<file path="src/rtl/uart_irq_pkg.sv">
package uart_irq_pkg;

   localparam int unsigned SRC_CNT   = 4;
   localparam int unsigned CODE_W    = 4;

   // bit positions inside the enable register
   localparam int unsigned EN_RDA  = 0;
   localparam int unsigned EN_THRE = 1;
   localparam int unsigned EN_LSR  = 2;
   localparam int unsigned EN_MSR  = 3;

   // low nibble codes of the identification value
   localparam logic [CODE_W-1:0] CODE_LSR  = 4'b0110;
   localparam logic [CODE_W-1:0] CODE_RDA  = 4'b0100;
   localparam logic [CODE_W-1:0] CODE_CTO  = 4'b1100;
   localparam logic [CODE_W-1:0] CODE_THRE = 4'b0010;
   localparam logic [CODE_W-1:0] CODE_MSR  = 4'b0000;
   localparam logic [CODE_W-1:0] CODE_NONE = 4'b0001;

   typedef struct packed {
      logic lsr;
      logic rda;
      logic cto;
      logic thre;
      logic msr;
   } irq_src_t;

endpackage

</file>
<file path="src/rtl/uart_irq_ier.sv">
module uart_irq_ier #(
   parameter int unsigned DATA_W = 8,
   parameter int unsigned EN_W   = 4
) (
   input  logic              clk,
   input  logic              rst,
   input  logic              we,
   input  logic [DATA_W-1:0] wdata,
   output logic [EN_W-1:0]   en,
   output logic [DATA_W-1:0] rdata
);
   localparam int unsigned PAD_W = DATA_W - EN_W;

   generate
      if (EN_W == 0 || EN_W >= DATA_W) begin : g_bad_w
         $error("uart_irq_ier: EN_W must be between 1 and DATA_W-1");
      end
   endgenerate

   logic [EN_W-1:0] en_q;

   always_ff @(posedge clk) begin
      if (rst) en_q <= '0;
      else if (we) en_q <= wdata[EN_W-1:0];
   end

   assign en    = en_q;
   assign rdata = {{PAD_W{1'b0}}, en_q};

   p_write_lands_r1: assert property (@(posedge clk) disable iff (rst)
      we |=> (rdata[EN_W-1:0] == $past(wdata[EN_W-1:0])));
   p_hold_no_write_r1: assert property (@(posedge clk) disable iff (rst)
      !we |=> $stable(rdata));
   p_upper_zero_r2: assert property (@(posedge clk) disable iff (rst)
      rdata[DATA_W-1:EN_W] == '0);
   p_reset_clears_r9: assert property (@(posedge clk)
      rst |=> (rdata == '0));
endmodule

</file>
<file path="src/rtl/uart_irq_mask.sv">
module uart_irq_mask
   import uart_irq_pkg::*;
#(
   parameter int unsigned EN_W = 4
) (
   input  logic            fifo_en,
   input  logic [EN_W-1:0] en,
   input  irq_src_t        raw,
   output irq_src_t        gated
);
   generate
      if (EN_W != SRC_CNT) begin : g_bad_w
         $error("uart_irq_mask: EN_W must equal SRC_CNT");
      end
   endgenerate

   // per-source gating, one enable bit per source position
   localparam int unsigned IDX [SRC_CNT] = '{EN_RDA, EN_THRE, EN_LSR, EN_MSR};

   logic [SRC_CNT-1:0] raw_v;
   logic [SRC_CNT-1:0] gate_v;

   assign raw_v[0] = raw.rda;
   assign raw_v[1] = raw.thre;
   assign raw_v[2] = raw.lsr;
   assign raw_v[3] = raw.msr;

   genvar gi;
   generate
      for (gi = 0; gi < SRC_CNT; gi++) begin : g_gate
         assign gate_v[gi] = raw_v[gi] & en[IDX[gi]];
      end
   endgenerate

   always_comb begin
      gated.rda  = gate_v[0];
      gated.thre = gate_v[1];
      gated.lsr  = gate_v[2];
      gated.msr  = gate_v[3];
      // timeout exists only with FIFOs; shares the received-data enable
      gated.cto  = raw.cto & fifo_en & en[EN_RDA];
   end
endmodule

</file>
<file path="src/rtl/uart_irq_prio.sv">
module uart_irq_prio
   import uart_irq_pkg::*;
(
   input  logic              clk,
   input  logic              rst,
   input  irq_src_t          gated,
   output logic [CODE_W-1:0] code,
   output logic              pending
);
   always_comb begin
      if      (gated.lsr)  code = CODE_LSR;
      else if (gated.rda)  code = CODE_RDA;
      else if (gated.cto)  code = CODE_CTO;
      else if (gated.thre) code = CODE_THRE;
      else if (gated.msr)  code = CODE_MSR;
      else                 code = CODE_NONE;
   end

   assign pending = ~code[0];

   p_lsr_top_r5: assert property (@(posedge clk) disable iff (rst)
      gated.lsr |-> (code == CODE_LSR));
   p_rda_over_cto_r6: assert property (@(posedge clk) disable iff (rst)
      (!gated.lsr && gated.rda) |-> (code == CODE_RDA));
   p_none_flag_r4: assert property (@(posedge clk) disable iff (rst)
      (gated == '0) |-> (code == CODE_NONE));
endmodule

</file>
<file path="src/rtl/uart_irq_ctrl.sv">
module uart_irq_ctrl
   import uart_irq_pkg::*;
#(
   parameter int unsigned DATA_W = 8,
   parameter int unsigned EN_W   = 4
) (
   input  logic              clk,
   input  logic              rst,
   input  logic              ier_we,
   input  logic [DATA_W-1:0] ier_wdata,
   input  logic              fifo_en,
   input  logic              rx_line_stat,
   input  logic              rx_data_rdy,
   input  logic              rx_timeout,
   input  logic              tx_hold_empty,
   input  logic              modem_stat,
   output logic [DATA_W-1:0] ier_rdata,
   output logic [DATA_W-1:0] iir_rdata,
   output logic              irq
);
   localparam int unsigned MID_W = DATA_W - CODE_W - 2;

   generate
      if (DATA_W != 8) begin : g_bad_data
         $error("uart_irq_ctrl: register width must be 8");
      end
   endgenerate

   logic [EN_W-1:0]   en;
   irq_src_t          raw;
   irq_src_t          gated;
   logic [CODE_W-1:0] code;
   logic              pending;

   assign raw = '{lsr: rx_line_stat, rda: rx_data_rdy, cto: rx_timeout,
                  thre: tx_hold_empty, msr: modem_stat};

   uart_irq_ier #(.DATA_W(DATA_W), .EN_W(EN_W)) u_ier (
      .clk(clk), .rst(rst), .we(ier_we), .wdata(ier_wdata),
      .en(en), .rdata(ier_rdata));

   uart_irq_mask #(.EN_W(EN_W)) u_mask (
      .fifo_en(fifo_en), .en(en), .raw(raw), .gated(gated));

   uart_irq_prio u_prio (
      .clk(clk), .rst(rst), .gated(gated), .code(code), .pending(pending));

   assign iir_rdata = {{2{fifo_en}}, {MID_W{1'b0}}, code};
   assign irq       = pending;

   p_all_off_quiet_r3: assert property (@(posedge clk) disable iff (rst)
      (ier_rdata[EN_W-1:0] == '0) |-> (!irq && iir_rdata[3:0] == CODE_NONE));
   p_irq_flag_r4: assert property (@(posedge clk) disable iff (rst)
      irq != iir_rdata[0]);
   p_no_cto_bit_r7: assert property (@(posedge clk) disable iff (rst)
      !fifo_en |-> !iir_rdata[3]);
   p_mode_bits_r8: assert property (@(posedge clk) disable iff (rst)
      (iir_rdata[7:6] == {2{fifo_en}}) && (iir_rdata[5:4] == 2'b00));
   p_masked_lsr_r10: assert property (@(posedge clk) disable iff (rst)
      !ier_rdata[EN_LSR] |-> (iir_rdata[3:0] != CODE_LSR));
endmodule

</file>
<file path="config.mk">
export PLATFORM = sky130hd
export DESIGN_NAME = uart_irq_ctrl
export DESIGN_NICKNAME = d
export VERILOG_FILES = /design/src/rtl/uart_irq_pkg.sv /design/src/rtl/uart_irq_ier.sv /design/src/rtl/uart_irq_mask.sv /design/src/rtl/uart_irq_prio.sv /design/src/rtl/uart_irq_ctrl.sv
export SDC_FILE = /design/constraint.sdc
export NUM_CORES = 1
export LEC_CHECK = 0
export BUFFER_PORTS_ARGS = -buffer_cell sky130_fd_sc_hd__clkbuf_2
export CAP_MARGIN = 0
export CELL_PAD_IN_SITES_DETAIL_PLACEMENT = 0
export CELL_PAD_IN_SITES_GLOBAL_PLACEMENT = 1
export CORE_UTILIZATION = 21
export CTS_CLUSTER_SIZE = 28
export DETAILED_ROUTE_END_ITERATION = 12
export HOLD_SLACK_MARGIN = 0.06
export PLACE_DENSITY_LB_ADDON = 0.1
export SYNTH_ARGS = -nofsm -noshare
export SYNTH_HDL_FRONTEND = slang
export SYNTH_HIERARCHICAL = 1
export SYNTH_SLANG_ARGS = --single-unit
</file>
<file path="constraint.sdc">
create_clock -name clk -period 2.6 [get_ports clk]
set_input_delay 0.26 -clock clk [delete_from_list [all_inputs] [get_ports clk]]
set_output_delay 0.26 -clock clk [all_outputs]
set_load 0.005 [all_outputs]
</file>
== Word-level counts from Yosys, hierarchy flattened ==
Cells that the tools add are included.

* Mux-type cells: 5
* Bitwise operators: 7

{| class="wikitable"
|+ Operators by type and width
! operator !! count
|-
| $mux W4 || 4
|-
| $and A1 B1 Y1 || 6
|-
| $mux W1 || 1
|-
| $not A1 Y1 || 1
|}

* Register bits: 4
* Input bits: 17
* Output and inout bits: 17
* Logic and storage cells: 13

== Longest topological paths before layout ==
Gate-level depths: netlist (run 1).

* Depth in word-level cells: 7
* Gate-level depth with buffers: 3

== Modules after synthesis ==
Netlist (run 1), hierarchy kept.

{| class="wikitable"
|+ Modules (own cells, without submodules)
! module !! times used !! cells an instance !! area an instance (sq um) !! sequential area each (sq um)
|-
| uart_irq_ier || 1 || 22 || 203.9 || 80.1
|-
| uart_irq_prio || 1 || 6 || 42.5 || 0.0
|-
| uart_irq_ctrl || 1 || 5 || 33.8 || 0.0
|-
| uart_irq_mask || 1 || 5 || 31.3 || 0.0
|}

== Worst setup path after synthesis (run 1) ==
Ideal clock, no wire load.

* Path kind: flip-flop to output port
* Start: register u_ier.en_q[2] (netlist: u_ier/en[2])
* End: output port irq
* Data arrival time: 1158 ps
* Required time: 2340 ps
* Path slack: 1182 ps
* Stages on the path, launching flop included: 4
* Buffers on the path: 0
* Cell sequence: dfxtp_1 -> and2_1 -> or3_4 -> or3_1

{| class="wikitable"
|+ RTL lines
! element !! line !! RTL
|-
| from (decl) || uart_irq_ier.sv:20 || <nowiki>logic [EN_W-1:0] en_q;</nowiki>
|-
| from (signal assigned) || uart_irq_ier.sv:24 || <nowiki>else if (we) en_q <= wdata[EN_W-1:0];</nowiki>
|-
| to (decl) || uart_irq_ctrl.sv:19 || <nowiki>output logic irq</nowiki>
|}

==> impl_metrics.yaml, run 1 <==
status:
  status: "finished clean"
critical_path:
  critical_path_arrival_ns: 1.53
  r2r_cells: 2
  slowest_stage: "or3_4"
  cp-end-kind: "primary output"
  r2r_start: "u_ier/en[3]"
  max_stage_delay_ns: 0.39
  r2r_end: "u_ier/en[3]"
  cp_cell_sequence: "and2_1, or3_4, or3_1, clkbuf_2"
  critPathLaunchType: "register"
  timing.reg2reg.setup_slack_ns: 1.97
  crit_required_ns: 2.34
  crit_path_max_fanout: 3
  critPathKind: "reg2out"
clocking:
  cts-root-buf: "clkbuf_4"
  clock-sinks: 4
  ctsResizeCount: 0
  postCtsSetupBuffers: 0
  worstSkewPairLatency_ns: 0.23
  clock_path_buffers: 2
  clk_pin_slew_ns: 0.04
  cts_made_buffers: 3
  cts_tree: "yes"
  ctsHtreeMaxLevel: 1
  ctsHoldBuffers: 0
timing:
  clock-skew-final_ns: 0
  fin_crit_sh_pct: 68.7
  finalMaxSlewViolations: 0
  clock.fmax_mhz: 560
  period_needed_ns: 1.79
  setup_viol_count_final: 0
  tns_ns: 0
  rsz0062_at_grt: "no"
  hold_violations: 0
final_layout:
  final_cell_area_um2: 388
  area_growth_pct: 24.5
  antennaDiodeCount: 0
  utilization_pct: 29.1
  drive_above_1_share_pct: 50.9
  largest_reg_flops: 4
  final_nets: 74
floorplan:
  die_x_um: 40.5
  coreArea_mm2: 0.00133
  io_pins: 34
  dieArea_mm2: 0.00164
  die_h_um: 40.5
  initial_utilization_pct: 23.4
  core.rowCount: 13
global_routing:
  grtUsageTotal_pct: 9.83
  grt_max_degree: 5
  grt_pass1_wl_um: 993
  met1_usage_pct: 10.7
  antenna_found_initial: 0
  met3_usage_pct: 1.67
  first_global_vias: 234
  grt.overflow.total: 0
  globalRouteMet2Util_pct: 14.3
  busiest_layer: "met2"
hold_path:
  min_from: "rst"
  hold_class: "in2reg"
  hold_path_end: "u_ier/en[0]"
  hold_depth: 2
logic_synthesis:
  synth-seq-cells: 4
  synth.area.top_cells: "buf_4 (29%), dfxtp_1 (26%), mux2i_1 (13%)"
  synthCells: 38
  yosys.area.top_type_share_pct: 28.9
  synth_commonest_cells: "buf_4 (12), nor2_1 (5), and2_1 (4), dfxtp_1 (4), mux2i_1 (4)"
  ys_types: 13
  synthesis.area_um2: 312
  synth-edff-count: 0
  synthFlopType: "dfxtp_1"
  yosys_warnings: 6
  synth_most_common_cell: "buf_4"
  synth-async-reset-ratio_pct: 0
  syn_area_per_cell_um2: 8.20
  synth_largest_area_cell: "buf_4"
  yosysSeqAreaShare_pct: 25.7
drt:
  drc_errors: 0
  dr.pass1.iters: 1
  vias: 277
  viasPerCell: 3.96
  drt_iter0_markers: 0
  wire_per_inst_um: 9.04
  antenna_left: 0
  wirelength_um: 633
power:
  leakage_uw: 0.000234
  power.density_mw_per_mm2: 475
  peakVddDrop_v: 0.000213
placement:
  dpl_cell_area_um2: 365
  place.gp.congestion: 0.605
  io_buffer_count: 23
job:
  max_cap_violations: 0
## cell families after synthesis
logic type / count (synthesis) / synth area share (%)
simple gates: 14 / 25.7
compound gates: 1 / 2.81
buf+inv: 13 / 30.5
flops: 4 / 25.7
mux: 4 / 12.9
other cells: 2 / 2.41
## worst max-delay path, delay by kind of cell (launching register included)
| family | cells | cell delay, ns |
|---|---|---|
| buffers and inverters | 1 | 0.12 |
| flip-flops | 1 | 0.31 |
| AND/OR/NAND/NOR | 3 | 0.86 |
## final cells by class
type                       instances  area, um2
timing repair buffer              23        115
sequential                         4       80.1
multi-input combinational         25        151
tap                               15       18.8
clock buffer                       3       22.5
fill                             156        946
## cell usage in the layout, fill, tap and decap left out
| cell | n |
|---|---|
| clkbuf_4 | 3 |
| and3_1 | 1 |
| dfxtp_1 | 4 |
| nor3_1 | 1 |
| conb_1 | 6 |
| and2_1 | 4 |
| or3_4 | 1 |
| a21o_2 | 1 |
| or3_1 | 1 |
| mux2i_1 | 4 |
| nor2_1 | 5 |
| nor3b_1 | 1 |
| clkbuf_2 | 23 |
## per-layer routing
metal,vias to the layer above,routed length [um]
met2,17,318
met1,117,223
met3,4,64
li1,139,-
met4,0,27
met5,-,0
## worst max path at each step
stage	start	end	cells past startpoint
2_1_floorplan	u_ier/en[2]	irq	3
3_3_place_gp	fifo_en	irq	5
3_5_place_dp	fifo_en	irq	5
4_1_cts	u_ier/en[0]	irq	4
5_1_grt	u_ier/en[2]	irq	4
6_report	u_ier/en[2]	irq	4
## power by group
group	switching [uW]	internal (uW)
clock network	23.6	51.5
logic	17.9	22.8
registers	2.75	65.5
total	44.3	140
## metrics by stage
stage	worst slack [ns]	total power [uW]	hold WS (ns)	instances
floorplan	1.18	101	0.332	42
global placement	1.02	109	0.470	67
finish	0.815	184	0.242	70
detailed placement	1.01	110	0.481	67
CTS	0.799	189	0.235	70
global route	0.734	199	0.242	70
(Power assumes the default switching activity.)
==> run 2: changes to the inputs <==
- CORE_UTILIZATION: 21 -> 18
- clock period: 2.6 -> 1.5 ns (I/O delays scaled with it)
==> impl_metrics.yaml, run 2 (synthesis gave the netlist of run 1 again) <==
global_routing:
  first_global_vias: 255
  grt.overflow.total: 0
  antenna_found_initial: 0
  grt_pass1_wl_um: 1000
  grtUsageTotal_pct: 7.73
  grt_max_degree: 5
clocking:
  worstSkewPairLatency_ns: 0.24
  clk_pin_slew_ns: 0.04
  clock-sinks: 4
  cts_tree: "yes"
  clock_path_buffers: 2
  cts_made_buffers: 3
  cts-root-buf: "clkbuf_4"
  ctsHtreeMaxLevel: 1
timing:
  finalMaxSlewViolations: 0
  period_needed_ns: 1.64
  tns_ns: -0.153
  clock-skew-final_ns: 0
  fin_crit_sh_pct: 110
  hold_violations: 0
  setup_viol_count_final: 2
  setup_ws_ns: -0.145
  clock.fmax_mhz: 608
  rsz0062_at_grt: "yes"
drt:
  wire_per_inst_um: 8.90
  vias: 279
  drt_iter0_markers: 6
  wirelength_um: 650
  antenna_left: 0
  dr.pass1.iters: 7
  viasPerCell: 3.82
  drc_errors: 3
critical_path:
  cp_top_family: "simple AND/OR/NAND/NOR gates"
  r2r_start: "u_ier/en[0]"
  max_stage_delay_ns: 0.37
  critical_path_arrival_ns: 1.49
  worstSetupEndpoint: "irq"
  critPathKind: "reg2out"
  slowest_stage: "or3_4"
  critPathLaunchType: "register"
  critical_path_buf_inv_count: 1
  cp_cell_sequence: "and3_4, or3_4, or3_1, clkbuf_2"
  cp-end-kind: "primary output"
  cp_num_cells: 4
  cp-startpoint: "u_ier/en[0]"
  r2r_cells: 3
  crit_required_ns: 1.35
  timing.reg2reg.setup_slack_ns: 0.76
  crit_path_max_fanout: 4
  r2r_end: "u_ier/en[0]"
power:
  p_sw_uw: 85.2
  peakVddDrop_v: 0.000247
  internal-power_uw: 248
  combPwrFrac_pct: 22.9
  power_frac_clock_pct: 41.5
  leakage_uw: 0.000245
  switching_share_pct: 25.6
  finalPower_uw: 333
  seqPwrFrac_pct: 35.6
  power.density_mw_per_mm2: 805
status:
  failed_checks: "design-rule violations, negative setup slack"
  status: "finished with violations"
placement:
  place_hpwl_um: 520
  place.gp.congestion: 0.623
  io_buffer_count: 23
  place_ws_ns: 0.0645
final_layout:
  final_nets: 76
  drive_above_1_share_pct: 59.6
  largest_reg_flops: 4
  mostFrequentLayoutCell: "clkbuf_2"
  area_growth_pct: 32.9
  n_fill_cell: 181
  final_cell_mix: "clkbuf_2 (23), conb_1 (6), nor2_1 (5), mux2i_1 (4)"
  antennaDiodeCount: 0
floorplan:
  io_pins: 34
  die_x_um: 43.6
  die_h_um: 43.6
  core.rowCount: 14
  dieArea_mm2: 0.00190
  initial_utilization_pct: 20.0
  coreArea_mm2: 0.00156
job:
  max_cap_violations: 0
hold_path:
  hold_class: "in2reg"
-- run 2: cell types whose count changed in the layout (fill, tap and decap cells not counted), sizes merged --
cell / before / now
buf: 0 / 2
-- run 2: how the worst min path moves through the flow --
stage,from,to,slack (ns),depth (start not counted)
floorplan,rst,u_ier/en[0],0.22,1
global placement,rst,u_ier/en[0],0.38,2
detailed placement,rst,u_ier/en[0],0.38,2
CTS,rst,u_ier/en[0],0.12,2
global route,rst,u_ier/en[0],0.13,2
finish,rst,u_ier/en[2],0.12,2
-- run 2: layout make-up --
| class | count | area, um2 | area share [%] |
|---|---|---|---|
| well taps | 16 | 20.0 | 4.83 |
| flip-flops and latches | 4 | 82.6 | 19.9 |
| clock buffers | 3 | 22.5 | 5.44 |
| multi-input cells | 25 | 159 | 38.4 |
| repair buffers | 25 | 130 | 31.4 |
-- run 2: what timing repair did --
| item | 4_1_cts | 5_1_grt |
|---|---|---|
| setup endpoints to repair | 2 | 2 |
| setup buffers | 2 | 0 |
| resized for setup | 4 | 0 |
| hold buffers | 0 | 0 |
-- run 2: through the flow --
step                cells  util (%)  hold WS [ns]  instance area (um2)
floorplan              42         -         0.222                  327
CTS                    73      26.6         0.119                  414
global placement       68      23.5         0.381                  367
global route           73      26.6         0.132                  414
finish                 73      26.6         0.124                  414
detailed placement     68      23.5         0.381                  367
-- run 2: power groups by stage --
stage                     clock (uW)  sequential [uW]  combinational (uW)
after floorplan                    0              118                57.6
after global placement             0              120                71.2
after detailed placement           0              120                70.4
after CTS                        145              119                77.1
after global routing             148              119                85.8
final                            138              119                76.3
-- run 2: per-layer routing --
metal,wire length [um],track usage (%)
met2,350,10.4
met3,65,2.50
met4,0,9.38
met5,0,0
met1,234,8.63
-- run 2: worst register-to-register path, stage by stage (launching register included) --
cell,delay (ns)
dfxtp_2,0.32
buf_4,0.12
mux2i_1,0.13
nor2_1,0.05
==> run 3: changes to the inputs <==
- ABC_CLOCK_PERIOD_IN_PS: default -> 1500
- CORE_MARGIN: default -> 4
==> impl_metrics.yaml, run 3 (synthesis gave the netlist of run 1 again) <==
drt:
  drt_iter0_markers: 0
  wire_per_inst_um: 9.79
  vias: 267
  wirelength_um: 715
  drc_errors: 0
  antenna_left: 0
  viasPerCell: 3.66
  dr.pass1.iters: 1
floorplan:
  core.rowCount: 14
  die_x_um: 49.6
  io_pins: 34
  initial_utilization_pct: 19.8
  coreArea_mm2: 0.00158
  dieArea_mm2: 0.00246
  die_h_um: 49.6
timing:
  period_needed_ns: 1.64
  setup_ws_ns: -0.136
  setup_viol_count_final: 1
  clock-skew-final_ns: 0
  rsz0062_at_grt: "yes"
  hold_violations: 0
  fin_crit_sh_pct: 109
  hold_slack_ns: 0.123
  clock.fmax_mhz: 611
  finalMaxSlewViolations: 0
power:
  finalPower_uw: 327
  peakVddDrop_v: 0.000275
  power.density_mw_per_mm2: 790
  leakage_uw: 0.000245
final_layout:
  drive_above_1_share_pct: 59.6
  final_nets: 76
  mostFrequentLayoutCell: "clkbuf_2"
  multi_input_area_um2: 159
  n_fill_cell: 198
  final_cell_mix: "clkbuf_2 (22), conb_1 (6), nor2_1 (5), mux2i_1 (4)"
  utilization_pct: 26.3
  largest_reg_flops: 4
  antennaDiodeCount: 0
  regArea_um2: 82.6
  area_growth_pct: 32.9
clocking:
  postCtsSetupBuffers: 0
  ctsResizeCount: 3
  ctsHtreeMaxLevel: 1
  cts-root-buf: "clkbuf_4"
  clock-sinks: 4
  cts_made_buffers: 3
  ctsHoldBuffers: 0
  worstSkewPairLatency_ns: 0.23
  clk_pin_slew_ns: 0.04
  clock_path_buffers: 2
  cts_tree: "yes"
global_routing:
  grtUsageTotal_pct: 6.45
  grt.overflow.total: 0
  first_global_vias: 276
  grt_max_degree: 5
  grt_pass1_wl_um: 1170
  antenna_found_initial: 0
critical_path:
  crit_path_max_fanout: 3
  crit_required_ns: 1.35
  critPathLaunchType: "register"
  critical_path_arrival_ns: 1.49
  cp-end-kind: "primary output"
  critPathKind: "reg2out"
status:
  failed_checks: "negative setup slack"
  status: "finished with violations"
placement:
  place.gp.congestion: 0.596
  place_hpwl_um: 633
  place_ws_ns: 0.0878
  io_buffer_count: 23
hold_path:
  hold_class: "in2reg"
job:
  max_cap_violations: 0
-- run 3: worst max-delay path: stages (launching register included) --
cell	delay, ns
dfxtp_2	0.31
and3_4	0.15
or3_4	0.37
or3_1	0.30
buf_2	0.13
-- run 3: stage by stage --
stage | setup TNS (ns) | cell area [um2] | std cells
final | -0.136 | 414 | 73
after CTS | -0.154 | 413 | 73
after floorplan | 0 | 327 | 42
after global routing | -0.262 | 414 | 73
after global placement | 0 | 382 | 70
after detailed placement | 0 | 382 | 70
-- run 3: path summary, 6_finish.rpt --
kind	start	end	slack, ns	cells after the start
setup / recovery	u_ier/en[0]	irq	-0.14	4
hold / removal	rst	u_ier/en[0]	0.12	2
setup reg to reg	u_ier/en[0]	u_ier/en[0]	0.79	3
hold reg to reg	u_ier/en[3]	u_ier/en[3]	0.51	2
-- run 3: where the power goes --
part           leakage, uW  switching (uW)  internal (uW)
Combinational     0.000197            33.2           44.5
Sequential       0.0000337            3.80            114
Clock            0.0000138            42.1           89.4
-- run 3: layer usage --
layer / track usage, % / share of wire [%]
met1: 7.61 / 44
met2: 8.15 / 44
met3: 2.71 / 11
met4: 6.91 / 0
met5: 0 / 0
-- run 3: final cells by class --
class | count | share of cell area [%]
Sequential cell | 4 | 19.9
Clock buffer | 3 | 5.44
Timing Repair Buffer | 25 | 31.4
Tap cell | 16 | 4.83
Multi-Input combinational cell | 25 | 38.4
